==> config.mk <==
export PLATFORM = sky130hd
export DESIGN_NAME = kbc_cmd_rx
export DESIGN_NICKNAME = d
export VERILOG_FILES = /design/src/rtl/kbc_pkg.sv /design/src/rtl/kbc_sync.sv /design/src/rtl/kbc_frame.sv /design/src/rtl/kbc_ack.sv /design/src/rtl/kbc_cmd_rx.sv
export SDC_FILE = /design/constraint.sdc
export NUM_CORES = 1
export LEC_CHECK = 0
export BUFFER_PORTS_ARGS = -buffer_cell sky130_fd_sc_hd__buf_2
export CORE_MARGIN = 8
export CORE_UTILIZATION = 45
export DETAILED_ROUTE_END_ITERATION = 10
export RECOVER_POWER = 50
export SKIP_CTS_REPAIR_TIMING = 1
export SLEW_MARGIN = 25
export SYNTH_ARGS = -nofsm -noshare
export SYNTH_HDL_FRONTEND = slang
export SYNTH_SLANG_ARGS = --single-unit
==> constraint.sdc <==
create_clock -name clk -period 2 [get_ports clk]
set_input_delay 0.1 -clock clk [delete_from_list [all_inputs] [get_ports clk]]
set_output_delay 0.1 -clock clk [all_outputs]
set_load 0.01 [all_outputs]
==> src/rtl/kbc_pkg.sv <==
package kbc_pkg;
  typedef enum logic [1:0] {
    ACK_IDLE  = 2'd0,
    ACK_WAIT  = 2'd1,
    ACK_PULSE = 2'd2
  } ack_state_e;
endpackage

==> src/rtl/kbc_sync.sv <==
module kbc_sync #(
  parameter int  STAGES  = 2,
  parameter logic RST_VAL = 1'b0
) (
  input  logic clk,
  input  logic rst_n,
  input  logic din_async,
  output logic dout
);
  logic [STAGES-1:0] chain;

  generate
    if (STAGES == 1) begin : g_one
      always_ff @(posedge clk or negedge rst_n)
        if (!rst_n) chain <= RST_VAL;
        else        chain <= din_async;
    end else begin : g_many
      always_ff @(posedge clk or negedge rst_n)
        if (!rst_n) chain <= {STAGES{RST_VAL}};
        else        chain <= {chain[STAGES-2:0], din_async};
    end
  endgenerate

  assign dout = chain[STAGES-1];
endmodule

==> src/rtl/kbc_frame.sv <==
module kbc_frame #(
  parameter int DATA_BITS = 3,
  parameter int GAP_CYC   = 5000
) (
  input  logic                 clk,
  input  logic                 rst_n,
  input  logic                 stb_s,
  input  logic                 dat_s,
  input  logic                 hold,
  output logic                 frame_done,
  output logic [DATA_BITS-1:0] frame_data,
  output logic                 parity_ok
);
  localparam int BCW = $clog2(DATA_BITS + 1);
  localparam int GCW = $clog2(GAP_CYC + 1);

  logic                 stb_prev;
  logic                 fall;
  logic [BCW-1:0]       bit_cnt;
  logic [GCW-1:0]       gap_cnt;
  logic [DATA_BITS-1:0] shreg;

  assign fall = stb_prev & ~stb_s;

  always_ff @(posedge clk or negedge rst_n) begin
    if (!rst_n) begin
      stb_prev   <= 1'b1;
      bit_cnt    <= '0;
      gap_cnt    <= '0;
      shreg      <= '0;
      frame_done <= 1'b0;
      frame_data <= '0;
      parity_ok  <= 1'b0;
    end else begin
      stb_prev   <= stb_s;
      frame_done <= 1'b0;
      if (fall && !hold) begin
        gap_cnt <= '0;
        if (bit_cnt == BCW'(DATA_BITS)) begin
          frame_done <= 1'b1;
          frame_data <= shreg;
          parity_ok  <= ^{dat_s, shreg};
          bit_cnt    <= '0;
        end else begin
          shreg   <= {dat_s, shreg[DATA_BITS-1:1]};
          bit_cnt <= bit_cnt + 1'b1;
        end
      end else if (bit_cnt != '0) begin
        if (gap_cnt == GCW'(GAP_CYC - 1)) begin
          bit_cnt <= '0;
          gap_cnt <= '0;
        end else begin
          gap_cnt <= gap_cnt + 1'b1;
        end
      end
    end
  end

  assert_gap_clears_R7: assert property (@(posedge clk) disable iff (!rst_n)
    (bit_cnt != '0 && gap_cnt == GCW'(GAP_CYC - 1) && !(fall && !hold)) |=> bit_cnt == '0);
endmodule

==> src/rtl/kbc_ack.sv <==
module kbc_ack
  import kbc_pkg::*;
#(
  parameter int DELAY_CYC = 1875,
  parameter int WIDTH_CYC = 4375
) (
  input  logic clk,
  input  logic rst_n,
  input  logic start,
  input  logic good,
  output logic ack_stb,
  output logic ack_dat,
  output logic busy
);
  localparam int MAXC = (DELAY_CYC > WIDTH_CYC) ? DELAY_CYC : WIDTH_CYC;
  localparam int CW   = $clog2(MAXC + 1);

  ack_state_e    state;
  logic [CW-1:0] cnt;
  logic          good_q;

  always_ff @(posedge clk or negedge rst_n) begin
    if (!rst_n) begin
      state  <= ACK_IDLE;
      cnt    <= '0;
      good_q <= 1'b0;
    end else begin
      unique case (state)
        ACK_IDLE: if (start) begin
          state  <= ACK_WAIT;
          cnt    <= CW'(DELAY_CYC - 1);
          good_q <= good;
        end
        ACK_WAIT: if (cnt == '0) begin
          state <= ACK_PULSE;
          cnt   <= CW'(WIDTH_CYC - 1);
        end else begin
          cnt <= cnt - 1'b1;
        end
        ACK_PULSE: if (cnt == '0) begin
          state <= ACK_IDLE;
        end else begin
          cnt <= cnt - 1'b1;
        end
        default: state <= ACK_IDLE;
      endcase
    end
  end

  assign ack_stb = (state == ACK_PULSE);
  assign ack_dat = ack_stb & good_q;
  assign busy    = (state != ACK_IDLE);

  assert_data_needs_stb_R5: assert property (@(posedge clk) disable iff (!rst_n)
    ack_dat |-> ack_stb);
  assert_start_only_idle_R9: assert property (@(posedge clk) disable iff (!rst_n)
    start |-> state == ACK_IDLE);
endmodule

==> src/rtl/kbc_cmd_rx.sv <==
module kbc_cmd_rx #(
  parameter int DATA_BITS     = 3,
  parameter int SYNC_STAGES   = 2,
  parameter int ACK_DELAY_CYC = 1875,
  parameter int ACK_WIDTH_CYC = 4375,
  parameter int GAP_CYC       = 5000
) (
  input  logic                 clk,
  input  logic                 rst_n,
  input  logic                 host_stb_n,
  input  logic                 host_data,
  output logic                 kb_stb,
  output logic                 kb_data,
  output logic                 cmd_valid,
  input  logic                 cmd_ready,
  output logic [DATA_BITS-1:0] cmd_code
);
  logic                 stb_s, dat_s;
  logic                 frame_done, parity_ok, busy;
  logic [DATA_BITS-1:0] frame_data;
  logic                 slot_free, take;

  kbc_sync #(.STAGES(SYNC_STAGES), .RST_VAL(1'b1)) u_sync_stb (
    .clk(clk), .rst_n(rst_n), .din_async(host_stb_n), .dout(stb_s));
  kbc_sync #(.STAGES(SYNC_STAGES), .RST_VAL(1'b0)) u_sync_dat (
    .clk(clk), .rst_n(rst_n), .din_async(host_data), .dout(dat_s));

  kbc_frame #(.DATA_BITS(DATA_BITS), .GAP_CYC(GAP_CYC)) u_frame (
    .clk(clk), .rst_n(rst_n), .stb_s(stb_s), .dat_s(dat_s), .hold(busy),
    .frame_done(frame_done), .frame_data(frame_data), .parity_ok(parity_ok));

  assign slot_free = !cmd_valid || cmd_ready;
  assign take      = frame_done && parity_ok && slot_free;

  kbc_ack #(.DELAY_CYC(ACK_DELAY_CYC), .WIDTH_CYC(ACK_WIDTH_CYC)) u_ack (
    .clk(clk), .rst_n(rst_n), .start(frame_done), .good(take),
    .ack_stb(kb_stb), .ack_dat(kb_data), .busy(busy));

  always_ff @(posedge clk or negedge rst_n) begin
    if (!rst_n) begin
      cmd_valid <= 1'b0;
      cmd_code  <= '0;
    end else if (take) begin
      cmd_valid <= 1'b1;
      cmd_code  <= frame_data;
    end else if (cmd_ready) begin
      cmd_valid <= 1'b0;
    end
  end

  assert_hold_stable_R8: assert property (@(posedge clk) disable iff (!rst_n)
    (cmd_valid && !cmd_ready) |=> (cmd_valid && $stable(cmd_code)));
  assert_valid_from_good_R3: assert property (@(posedge clk) disable iff (!rst_n)
    $rose(cmd_valid) |-> $past(frame_done && parity_ok));
  assert_data_rises_with_stb_R5: assert property (@(posedge clk) disable iff (!rst_n)
    $rose(kb_data) |-> $rose(kb_stb));
  assert_no_frame_in_answer_R9: assert property (@(posedge clk) disable iff (!rst_n)
    busy |-> !frame_done);
endmodule

==> metrics <==
status completed; vias in the first global route 2116; Post-synth EDFFs 0; Initial Util 46.7%; worst-margin pin slew 1.25 ns; fin crit period 1.95 ns; HPWL Detailed 4010 um; Placed Area 0.00286 mm2; Synth area leader dfrtp_1; CTS tree built; Worst EP arrival 2.15 ns; row count 27; clk_skew 0.0122 ns; Hold EP cmd_valid; latest clock arrival within the worst-skew pair 0.30 ns; Root Buffer clkbuf_8; total congestion overflow 0; Die Y 91.8 um; gpl congestion 0.881; Fill cells 537; r2r worst-path depth 6; Clock Path Buffers 2; worst r2r src u_ack.cnt[1]; fin nets 296; count of pins over their slew limit 0; final period utilization 97.5%; Leak 1.25 nW; Cells after Synth 249; Top FF cell, synth dfrtp_1; Synth async-reset ratio 100%; chip width 91.8 um; # IOs 11; Synth top area share 43.5%; worst hold path stage count 2; type of the tightest min-delay check in -> reg; pin count of the biggest net entering global routing 29; DRT iter0 DRCs 165; DRT antenna net count 0; power density cells 1220 mW/mm2; GRT Resource Usage Total 13.6%; Crit. End Element register; worst endpoint required time 2.20 ns; CP max FO 6; most instantiated library cell after synthesis dfrtp_1; mean post-synth cell area 10.4 um2; worst vdd ir 0.000717 V; vias per cell 5.81; initial antenna violation count 0; I/O Buffers 10; area of the mapped netlist 0.00259 mm2; CTS sink cnt 48; post-synth cell types 56; die area 0.00844 mm2; layout cells sized above 1 22.9%; Final Setup Violations 0; critical path type reg -> reg; Clock Pin Slew Worst Setup and Hold Paths 0.10 ns; final count of hold timing violations 0; commonest cells in the netlist dfrtp_1 (45), nand2_1 (15), nand3_1 (15); Startpoint Class register; first-pass GRT wire length 9680 um; top cells by area, synth dfrtp_1 (43%), mux2_2 (3.9%), ha_1 (3.9%); WL final 5530 um; WL/cell 15.5 um; # H-tree levels 2; Cells after DPL 344; final instance area 0.00305 mm2; synthesis-to-finish area growth 17.6%; reg-to-reg slack, setup 0.05 ns; worst rel slew slack 16.9%; register bit count reported by yosys 48; Final Non-Filler Cells 356; Fmax 513 MHz; Num CTS Buffers 5; sequential area share after synthesis 46.5%; Hold Crit Start cmd_ready; Residual DRC 0; Mapped Nets 262; R2R Path End u_ack.cnt[10]; ANT cells 0; Yosys warnings 0; routed vias 2068; drt pass-1 iters 4; core area 0.00554 mm2; Max-Cap Viols 0
-- worst max path at each step --
stage / start / to / slack [ns] / cells past startpoint
floorplan: u_ack.cnt[0] / u_ack.cnt[6] / 0.01 / 6
global placement: u_ack.cnt[0] / u_ack.cnt[9] / -0.006 / 6
detailed placement: u_ack.cnt[0] / u_ack.cnt[6] / -0.06 / 6
CTS: u_ack.cnt[0] / u_ack.cnt[6] / -0.07 / 6
global route: u_ack.cnt[1] / u_ack.cnt[9] / -0.01 / 6
finish: u_ack.cnt[1] / u_ack.cnt[10] / 0.05 / 6
-- state kept, by name, summed over array words and instances (netlist names), 2 cells and up --
name / flops
u_ack.cnt: 13
u_frame.gap_cnt: 13
cmd_code: 3
u_frame.frame_data: 3
u_frame.shreg: 3
u_ack.state: 2
u_frame.bit_cnt: 2
u_sync_dat.chain: 2
u_sync_stb.chain: 2
-- metal layers --
layer	vias up	track usage, %	routed length, um
li1	997	-	-
met1	1030	18.2	2700
met2	37	22.2	2600
met3	4	2.44	170
met4	0	3.49	57
met5	-	0	0
-- cells by family (layout without fill, tap and decap cells) --
kind of cell	count (synthesis)	count (layout)	share of synthesized area [%]
adder cells (fa/ha/maj)	8	8	3.87
flip-flops	48	48	46.5
AND/OR/NAND/NOR	87	87	20.2
AO/OA/AOI/OAI	62	62	17.6
XOR/XNOR	10	10	3.38
multiplexers	10	10	4.35
buffers and inverters	24	59	4.11
-- cell usage in the layout, fill, tap and decap left out, drive strengths merged, types with 4 or more instances in the layout --
cell	count
buf	30
clkbuf	10
ha	8
nand3	15
o211ai	8
nand3b	4
or3	4
nand2	15
o21ai	14
nor3	7
a31oi	5
a22o	5
nand4	5
nor2	10
inv	14
nor4	4
dfrtp	45
a21oi	7
xnor2	10
mux2	10
-- report_power, final --
part | switching, W | total (W) | leakage, nW | internal [W]
Clock | 0.000336 | 0.000745 | 0.0614 | 0.000409
Combinational | 0.000844 | 0.00157 | 0.567 | 0.000727
Sequential | 0.000175 | 0.00139 | 0.617 | 0.00121
Total | 0.00135 | 0.00370 | 1.25 | 0.00235
-- area by class of cell --
type | count | area, um2 | share of cell area, %
inverters | 14 | 52.6 | 1.73
multi-input cells | 177 | 1310 | 43.0
flip-flops and latches | 48 | 1200 | 39.6
clock buffers | 6 | 82.6 | 2.71
repair buffers | 37 | 268 | 8.79
clock inverters | 2 | 38.8 | 1.27
well taps | 72 | 90.1 | 2.96
-- metrics by stage --
stage / hold WS (ns) / setup slack [ns] / TNS, ns / total power (W) / util, %
detailed placement: 0.105 / -0.0609 / -0.144 / 0.00292 / 51.7
global route: 0.0220 / -0.0110 / -0.0290 / 0.00395 / 55.0
finish: 0.000247 / 0.0509 / 0 / 0.00370 / 55.0
global placement: 0.106 / -0.00585 / -0.00711 / 0.00288 / 51.7
floorplan: -0.196 / 0.0125 / 0 / 0.00244 / -
CTS: -0.222 / -0.0677 / -0.169 / 0.00367 / 53.9
-- critical path, cell delays in order, from the launching register on --
cell and delay, ns:
dfrtp_1 0.40, inv_2 0.07, ha_2 0.16, or4b_4 0.49, o41ai_4 0.37, o31ai_1 0.14, a22o_1 0.22
Note: power is estimated with default switching activity, not from simulation.
